## src/rtl/pp_buf_pkg.sv

```systemverilog
package pp_buf_pkg;

    typedef enum logic {
        HALF_LO = 1'b0,
        HALF_HI = 1'b1
    } half_state_e;

    localparam int MODE_STREAM_WR = 0;
    localparam int MODE_STREAM_RD = 1;

    function automatic int clog2_min1(input int value);
        int r;
        r = $clog2(value);
        return (r < 1) ? 1 : r;
    endfunction

endpackage

```

## src/rtl/pp_stream_seq.sv

```systemverilog
module pp_stream_seq #(
    parameter int HALF_DEPTH = 4,
    parameter int OFF_W      = 2
) (
    input  logic             clk,
    input  logic             rst_n,
    input  logic             step_i,
    output logic             half_o,
    output logic [OFF_W-1:0] off_o
);
    import pp_buf_pkg::*;

    localparam logic [OFF_W-1:0] LAST_OFF = OFF_W'(HALF_DEPTH - 1);

    half_state_e      state_q, state_d;
    logic [OFF_W-1:0] cnt_q, cnt_d;
    logic             at_last;

    assign at_last = (cnt_q == LAST_OFF);

    // state register
    always_ff @(posedge clk) begin
        if (!rst_n) begin
            state_q <= HALF_LO;
            cnt_q   <= '0;
        end else begin
            state_q <= state_d;
            cnt_q   <= cnt_d;
        end
    end

    // next state and offset
    always_comb begin
        state_d = state_q;
        cnt_d   = cnt_q;
        if (step_i) begin
            cnt_d = at_last ? '0 : cnt_q + OFF_W'(1);
        end
        unique case (state_q)
            HALF_LO: if (step_i && at_last) state_d = HALF_HI;
            HALF_HI: if (step_i && at_last) state_d = HALF_LO;
        endcase
    end

    // outputs
    always_comb begin
        off_o = cnt_q;
        unique case (state_q)
            HALF_LO: half_o = 1'b0;
            HALF_HI: half_o = 1'b1;
        endcase
    end

    // an accepted beat short of the last offset moves to the next offset
    assert_off_step_R2: assert property (@(posedge clk) disable iff (!rst_n)
        (step_i && !at_last) |=> (off_o == $past(off_o) + OFF_W'(1)));

    // the last beat of a period flips the half and wraps the offset
    assert_half_flip_R3: assert property (@(posedge clk) disable iff (!rst_n)
        (step_i && at_last) |=> ((half_o != $past(half_o)) && (off_o == '0)));

    // an idle cycle moves nothing
    assert_idle_hold_R3: assert property (@(posedge clk) disable iff (!rst_n)
        !step_i |=> ($stable(half_o) && $stable(off_o)));

endmodule

```

## src/rtl/pp_half_addr.sv

```systemverilog
module pp_half_addr #(
    parameter int HALF_DEPTH = 4,
    parameter int OFF_W      = 2,
    parameter int BANK_AW    = 3
) (
    input  logic               half_i,
    input  logic [OFF_W-1:0]   off_i,
    output logic [BANK_AW-1:0] addr_o
);
    localparam logic [BANK_AW-1:0] HALF_BASE = BANK_AW'(HALF_DEPTH);

    always_comb begin
        if (half_i) addr_o = BANK_AW'(off_i) + HALF_BASE;
        else        addr_o = BANK_AW'(off_i);
    end

endmodule

```

## src/rtl/pp_bank_ram.sv

```systemverilog
module pp_bank_ram #(
    parameter int DATA_W = 8,
    parameter int DEPTH  = 8,
    parameter int AW     = 3
) (
    input  logic              clk,
    input  logic              we_i,
    input  logic [AW-1:0]     waddr_i,
    input  logic [DATA_W-1:0] wdata_i,
    input  logic              re_i,
    input  logic [AW-1:0]     raddr_i,
    output logic [DATA_W-1:0] rdata_o
);
    logic [DATA_W-1:0] mem [DEPTH];

    always_ff @(posedge clk) begin
        if (we_i) mem[waddr_i] <= wdata_i;
    end

    always_ff @(posedge clk) begin
        if (re_i) rdata_o <= mem[raddr_i];
    end

endmodule

```

## src/rtl/pp_stream_bank_buf.sv

```systemverilog
module pp_stream_bank_buf #(
    parameter int DATA_W  = 8,
    parameter int BANKS   = 4,
    parameter int VEC_LEN = 16,
    parameter int MODE    = 0,
    localparam int HALF_DEPTH = VEC_LEN / BANKS,
    localparam int OFF_W      = pp_buf_pkg::clog2_min1(HALF_DEPTH)
) (
    input  logic                    clk,
    input  logic                    rst_n,
    input  logic                    strm_vld_i,
    input  logic [BANKS*DATA_W-1:0] strm_data_i,
    input  logic                    rnd_vld_i,
    input  logic [BANKS*OFF_W-1:0]  rnd_addr_i,
    input  logic [BANKS*DATA_W-1:0] rnd_data_i,
    output logic                    rd_vld_o,
    output logic [BANKS*DATA_W-1:0] rd_data_o
);
    import pp_buf_pkg::*;

    localparam int BANK_DEPTH = 2 * HALF_DEPTH;
    localparam int BANK_AW    = clog2_min1(BANK_DEPTH);

    logic               strm_half;
    logic [OFF_W-1:0]   strm_off;
    logic [BANK_AW-1:0] strm_bank_addr;
    logic               read_req;
    logic               rd_vld_q;

    pp_stream_seq #(
        .HALF_DEPTH (HALF_DEPTH),
        .OFF_W      (OFF_W)
    ) u_seq (
        .clk    (clk),
        .rst_n  (rst_n),
        .step_i (strm_vld_i),
        .half_o (strm_half),
        .off_o  (strm_off)
    );

    pp_half_addr #(
        .HALF_DEPTH (HALF_DEPTH),
        .OFF_W      (OFF_W),
        .BANK_AW    (BANK_AW)
    ) u_strm_addr (
        .half_i (strm_half),
        .off_i  (strm_off),
        .addr_o (strm_bank_addr)
    );

    generate
        if (MODE == MODE_STREAM_WR) begin : g_req_gather
            assign read_req = rnd_vld_i;
            logic unused_rnd_data;
            assign unused_rnd_data = ^rnd_data_i;
        end else begin : g_req_scatter
            assign read_req = strm_vld_i;
            logic unused_strm_data;
            assign unused_strm_data = ^strm_data_i;
        end
    endgenerate

    always_ff @(posedge clk) begin
        if (!rst_n) rd_vld_q <= 1'b0;
        else        rd_vld_q <= read_req;
    end
    assign rd_vld_o = rd_vld_q;

    for (genvar b = 0; b < BANKS; b++) begin : g_bank
        logic [OFF_W-1:0]   rnd_off;
        logic [BANK_AW-1:0] rnd_bank_addr;
        logic               we, re;
        logic [BANK_AW-1:0] wa, ra;
        logic [DATA_W-1:0]  wd;

        assign rnd_off = rnd_addr_i[b*OFF_W +: OFF_W];

        pp_half_addr #(
            .HALF_DEPTH (HALF_DEPTH),
            .OFF_W      (OFF_W),
            .BANK_AW    (BANK_AW)
        ) u_rnd_addr (
            .half_i (~strm_half),
            .off_i  (rnd_off),
            .addr_o (rnd_bank_addr)
        );

        if (MODE == MODE_STREAM_WR) begin : g_gather
            assign we = strm_vld_i;
            assign wa = strm_bank_addr;
            assign wd = strm_data_i[b*DATA_W +: DATA_W];
            assign re = rnd_vld_i;
            assign ra = rnd_bank_addr;
        end else begin : g_scatter
            assign we = rnd_vld_i;
            assign wa = rnd_bank_addr;
            assign wd = rnd_data_i[b*DATA_W +: DATA_W];
            assign re = strm_vld_i;
            assign ra = strm_bank_addr;
        end

        pp_bank_ram #(
            .DATA_W (DATA_W),
            .DEPTH  (BANK_DEPTH),
            .AW     (BANK_AW)
        ) u_ram (
            .clk     (clk),
            .we_i    (we),
            .waddr_i (wa),
            .wdata_i (wd),
            .re_i    (re),
            .raddr_i (ra),
            .rdata_o (rd_data_o[b*DATA_W +: DATA_W])
        );

        // a write and a read in the same cycle never meet at one word
        assert_no_collide_R8: assert property (@(posedge clk) disable iff (!rst_n)
            (we && re) |-> (wa != ra));
    end

    // valid follows the request by one cycle
    assert_rd_latency_R5: assert property (@(posedge clk) disable iff (!rst_n)
        read_req |=> rd_vld_o);
    assert_no_spurious_vld_R5: assert property (@(posedge clk) disable iff (!rst_n)
        !read_req |=> !rd_vld_o);

    // read data holds when nothing is read
    assert_data_hold_R9: assert property (@(posedge clk) disable iff (!rst_n)
        !read_req |=> $stable(rd_data_o));

endmodule

```

## config.mk

```make
export PLATFORM = sky130hd
export DESIGN_NAME = pp_stream_bank_buf
export DESIGN_NICKNAME = d
export VERILOG_FILES = /design/src/rtl/pp_buf_pkg.sv /design/src/rtl/pp_stream_seq.sv /design/src/rtl/pp_half_addr.sv /design/src/rtl/pp_bank_ram.sv /design/src/rtl/pp_stream_bank_buf.sv
export SDC_FILE = /design/constraint.sdc
export NUM_CORES = 1
export LEC_CHECK = 0
export BUFFER_PORTS_ARGS = -buffer_cell sky130_fd_sc_hd__buf_2
export CAP_MARGIN = 15
export CORE_ASPECT_RATIO = 0.8
export CORE_UTILIZATION = 55
export DETAILED_ROUTE_END_ITERATION = 12
export GPL_TIMING_DRIVEN = 0
export MAX_ROUTING_LAYER = met4
export PLACE_DENSITY_LB_ADDON = 0.25
export SLEW_MARGIN = 20
export SYNTH_ARGS = -nofsm -noshare
export SYNTH_HDL_FRONTEND = slang
export SYNTH_SLANG_ARGS = --single-unit
```

## constraint.sdc

```tcl
create_clock -name clk -period 4.03 [get_ports clk]
set_input_delay 0 -clock clk [delete_from_list [all_inputs] [get_ports clk]]
set_output_delay 0 -clock clk [all_outputs]
set_load 0.05 [all_outputs]
```

# --- Word-level counts from Yosys, hierarchy flattened ---
# Memory sizes are Yosys's and may differ from the RTL's. A register that Yosys moved wholly into a read port is not among the register bits.
# Cells that the tools add are included.
op_classes:
  n_addsub: 6
  eq_ne: 1
  n_mux: 12
  n_bitwise: 1
  reduce_logical: 1
op_table:
  columns: ["operator", "n"]
  rows:
  - ["$add 2x3->3 const B", 5]
  - ["$mux 3", 5]
  - ["$mux 1", 4]
  - ["$pmux 1 s2", 2]
  - ["$add 2x1->2 const B", 1]
  - ["$eq 2x2->1 const B", 1]
  - ["$mux 2", 1]
  - ["$logic_and 1x1->1", 1]
  - ["$not 1->1", 1]
totals:
  ff_bits: 4
  mem_bits_rw: 256
  inputBits: 76
  elab_cells: 28
  memories: 4
memory_table:
  columns: ["name", "words", "width", "rd", "rd_clocked_by_memory_dff", "wr", "line_no", "text"]
  rows:
  - ["g_bank[0].u_ram.mem", 8, 8, 1, 1, 1, "pp_bank_ram.sv:14", "logic [DATA_W-1:0] mem [DEPTH];"]
  - ["g_bank[1].u_ram.mem", 8, 8, 1, 1, 1, "pp_bank_ram.sv:14", null]
  - ["g_bank[2].u_ram.mem", 8, 8, 1, 1, 1, "pp_bank_ram.sv:14", null]
  - ["g_bank[3].u_ram.mem", 8, 8, 1, 1, 1, "pp_bank_ram.sv:14", null]

# --- Depth between registers and ports, before layout ---
logic_depth:
  ltp_word: 4
  ltp_mapped: 4
  depth_no_buf: 3

# --- Hierarchy ---
# From an unflattened synthesis, not the netlist that was laid out.
hier_totals:
  hier_cells: 487
  hier_area_um2: 11367.2
by_module_without_submodules:
  columns: ["mod", "instances", "cells_each", "area_per_inst_um2"]
  rows:
  - ["pp_bank_ram", 4, 114, 2771.4]
  - ["pp_stream_seq", 1, 13, 138.9]
  - ["pp_half_addr", 5, 3, 22.5]
  - ["pp_stream_bank_buf", 1, 3, 30.0]

# --- Worst setup path after synthesis ---
# Ideal clock, no wire load.
synth_timing:
  path_kind: "register to register"
  startpoint: "register u_seq.state_q"
  endpoint: "memory g_bank[0].u_ram.mem[0][0], enable pin"
  setup_time_ns: 0.461
  arrival_time_ns: 2.951
  required_ns: 3.569
  setup_slack_ns: 0.618
  stages_incl_launch_ff: 4
  path_buffers: 2
  cell_sequence: "dfxtp_1 -> clkbuf_1 -> buf_2 -> nor3_1"
synth_between:
  elab_chain_cells: 3
synth_lines:
  columns: ["element", "line_no", "text"]
  rows:
  - ["from (decl)", "pp_stream_seq.sv:15", "half_state_e state_q, state_d;"]
  - ["from (signal assigned)", "pp_stream_seq.sv:27", "state_q <= state_d;"]
  - ["$not 1->1", "pp_stream_seq.sv:48", "unique case (state_q)"]
  - ["$pmux 1 s2 *", "pp_stream_seq.sv:48", null]
  - ["$mux 3 *", "pp_half_addr.sv:13", "if (half_i) addr_o = BANK_AW'(off_i) + HALF_BASE;"]
  - ["to (decl)", "pp_bank_ram.sv:14", null]
# Every way passes the cells marked *; elsewhere a longest branch is shown, timed or not.

# --- Worst setup path in the final report ---
layout_timing:
  startpoint: "register u_seq.state_q"
  endpoint: "memory g_bank[0].u_ram.mem[7][7], enable pin"
# The elaborated chain is that of the path after synthesis.

==> impl_metrics.py <==
metrics = {
    "run_status": {
        "status": "finished clean",
    },
    "timing": {
        "hold_ws_ns": 0.04640,
        "finalCriticalPeriod_ns": 2.733,
        "rsz0062_at_grt": "no",
        "slew_viol_final": 0,
        "layout_setup_ws_ns": 1.297,
        "period_share_pct": 67.81,
        "fmax_mhz": 365.9,
        "tightest_slew_ns": 1.020,
        "fin_skew_ns": 0.008614,
        "slew_headroom_pct": 32.00,
        "setup_viol": 0,
        "finalHoldViolations": 0,
    },
    "global_route": {
        "antenna_found_initial": 0,
        "grt_max_degree": 34,
        "grt_pass1_wl_um": 30210,
        "grt_overflow": 0,
        "grt_pass1_vias": 5039,
        "grt_usage_pct": 20.94,
    },
    "synthesis": {
        "synth_top_area_share_pct": 78.28,
        "netlist_area_sq_um": 11050,
        "synth_fp_nets": 509,
        "synth.top_cells.by_count": "edfxtp_1 (288), mux4_1 (54), mux2_2 (32)",
        "ys_top_cells_by_area": "edfxtp_1 (78%), mux4_1 (13%), mux2_2 (3.3%)",
        "yosys_warnings": 0,
        "avgSynthCellArea_sq_um": 25.57,
        "yosysSeqAreaShare_pct": 79.00,
        "synthArstFlopShare_pct": 0,
        "synth_cell_type_count": 22,
        "synth_flop_cell": "edfxtp_1",
        "synth_largest_area_cell": "edfxtp_1",
        "synth_most_common_cell": "edfxtp_1",
        "ys_seq_elements": 292,
        "synth_edf_count": 288,
        "syn_inst": 432,
    },
    "worst_setup_path": {
        "crit_buf_inv": 3,
        "cpLargestDelayFamily": "buffers and inverters",
        "endpoint_kind": "register",
        "path_cells": "clkbuf_1 > buf_2 > nand2_1 > nor2_4 > buf_16",
        "critPathArrivalTime_ns": 2.96,
        "cp-start-kind": "register",
        "critPathSlowestCell": "nor2_4",
        "critPathKind": "reg2reg",
        "critPathMaxFanout": 17,
        "cp.required_ns": 4.26,
        "max_stage_delay_ns": 0.63,
    },
    "cts": {
        "clockBufferDepth": 3,
        "clock-sinks": 292,
        "htreeDepth": 1,
        "clk_latency_ns": 0.53,
        "cts_root_buffer": "clkbuf_16",
        "clk_pin_slew_worst_paths_ns": 0.06,
        "numCtsBuffers": 28,
        "cts_tree": "yes",
        "postCtsResizedCells": 0,
    },
    "pwr": {
        "ir_worst_vdd_mv": 0.3836,
        "leakagePower_uw": 0.004535,
        "power_density_nw_per_um2": 473.8,
    },
    "routing": {
        "drc": 0,
        "dr.pass1.iters": 5,
        "wl_um": 20010,
        "post_drt_wl_per_cell_um": 23.30,
        "detail-route-antenna-nets": 0,
        "num_vias": 4995,
        "dr.first_iter.drc_count": 298,
        "detail_route.vias_per_cell": 5.815,
    },
    "placed_design": {
        "dpl.hpwl_um": 11930,
        "portBuffers": 68,
        "gp_congestion": 0.6830,
        "post_dp_cell_area_sq_um": 12050,
        "placed_cells": 775,
        "pre_cts_ws_ns": 1.314,
    },
    "flow_run": {
        "max-cap-violations": 0,
    },
    "floorplanning": {
        "die_h_um": 128.8,
        "io-pin-count": 109,
        "coreArea_sq_um": 19310,
        "dieWidth_um": 160.5,
        "die_area_sq_um": 20660,
        "rows": 45,
        "start_util_pct": 57.21,
    },
    "layout": {
        "drive_gt1_share_pct": 31.78,
        "fin_cells": 859,
        "post-route-cell-area_sq_um": 13270,
        "post-route-util_pct": 68.71,
        "finalNetCount": 658,
        "area_delta_synth_final_pct": 20.11,
        "n_antenna_cell": 0,
    },
    "hold_path": {
        "hold_class": "in2reg",
    },
}
## through the flow
step	TNS (ns)	total power [uW]
after floorplan	0	3711
after global placement	-150.04	3819
after detailed placement	0	3848
after CTS	0	6359
after global routing	0	6485
final	0	6287
## where the power goes
part,switching (uW),internal (uW)
Combinational,217,154
Sequential,17.9,3420
Clock,1040,1440
## metal layers
layer	global-route usage [%]	up-vias	wire length (um)
met1	28.41	2600	8448
met2	34.02	167	10000
met5	-	-	0
met4	4.706	0	399
met3	3.385	32	1165
li1	-	2196	-
## cell type report
cell class	instances	area, sq um
Clock buffer	35	748.2
Clock inverter	15	128.9
Fill cell	1195	6042
Inverter	1	3.754
Multi-Input combinational cell	119	2193
Sequential cell	292	8728
Buffer	20	177.7
Timing Repair Buffer	119	967.2
Tap cell	258	322.8
## repair_timing
action | 4_1_cts | 5_1_grt
setup buffers | 0 | 0
hold buffers | 34 | 0
hold endpoints to repair | 260 | 0
## registers in the layout (all words and copies together), names as in the netlist
signal	cells
g_bank.u_ram.mem	256
u_seq.state_q	1
u_seq.off_o	2
g_bank.u_ram.rdata_o	32
rd_vld_o	1
## cells in the final DEF, fill, tap and decap left out, types with 4 or more instances in the layout
cell / instances
edfxtp_1: 288
buf_2: 74
mux4_1: 54
dlygate4sd3_1: 34
mux2_2: 32
clkbuf_16: 29
clkbuf_1: 11
mux4_2: 10
buf_6: 9
nor2_4: 6
clkinv_2: 6
buf_16: 6
buf_12: 5
nand2b_1: 4
clkinv_1: 4
buf_4: 4
dfxtp_1: 4
## tightest hold or removal path, stage by stage
cell	delay, ns
buf_6	0.13
mux4_1	0.21
mux2_2	0.13
## final timing paths
path	from	to	slack (ns)	cells after the start
setup / recovery	u_seq.state_q	g_bank[0].u_ram.mem[7][7]	1.30	5
hold / removal	rnd_addr_i[2]	g_bank[1].u_ram.rdata_o[3]	0.05	3
setup reg to reg	u_seq.state_q	g_bank[0].u_ram.mem[7][7]	1.30	5
hold reg to reg	u_seq.off_o[1]	u_seq.off_o[1]	0.57	2
## kinds of logic after synthesis
family                   synth area share [%]
AO/OA/AOI/OAI                          0.1812
adder cells (fa/ha/maj)                0.1132
buffers and inverters                   1.642
flip-flops                              79.00
multiplexers                            18.23
AND/OR/NAND/NOR                        0.8268
Note: power is estimated with default switching activity, not from simulation.
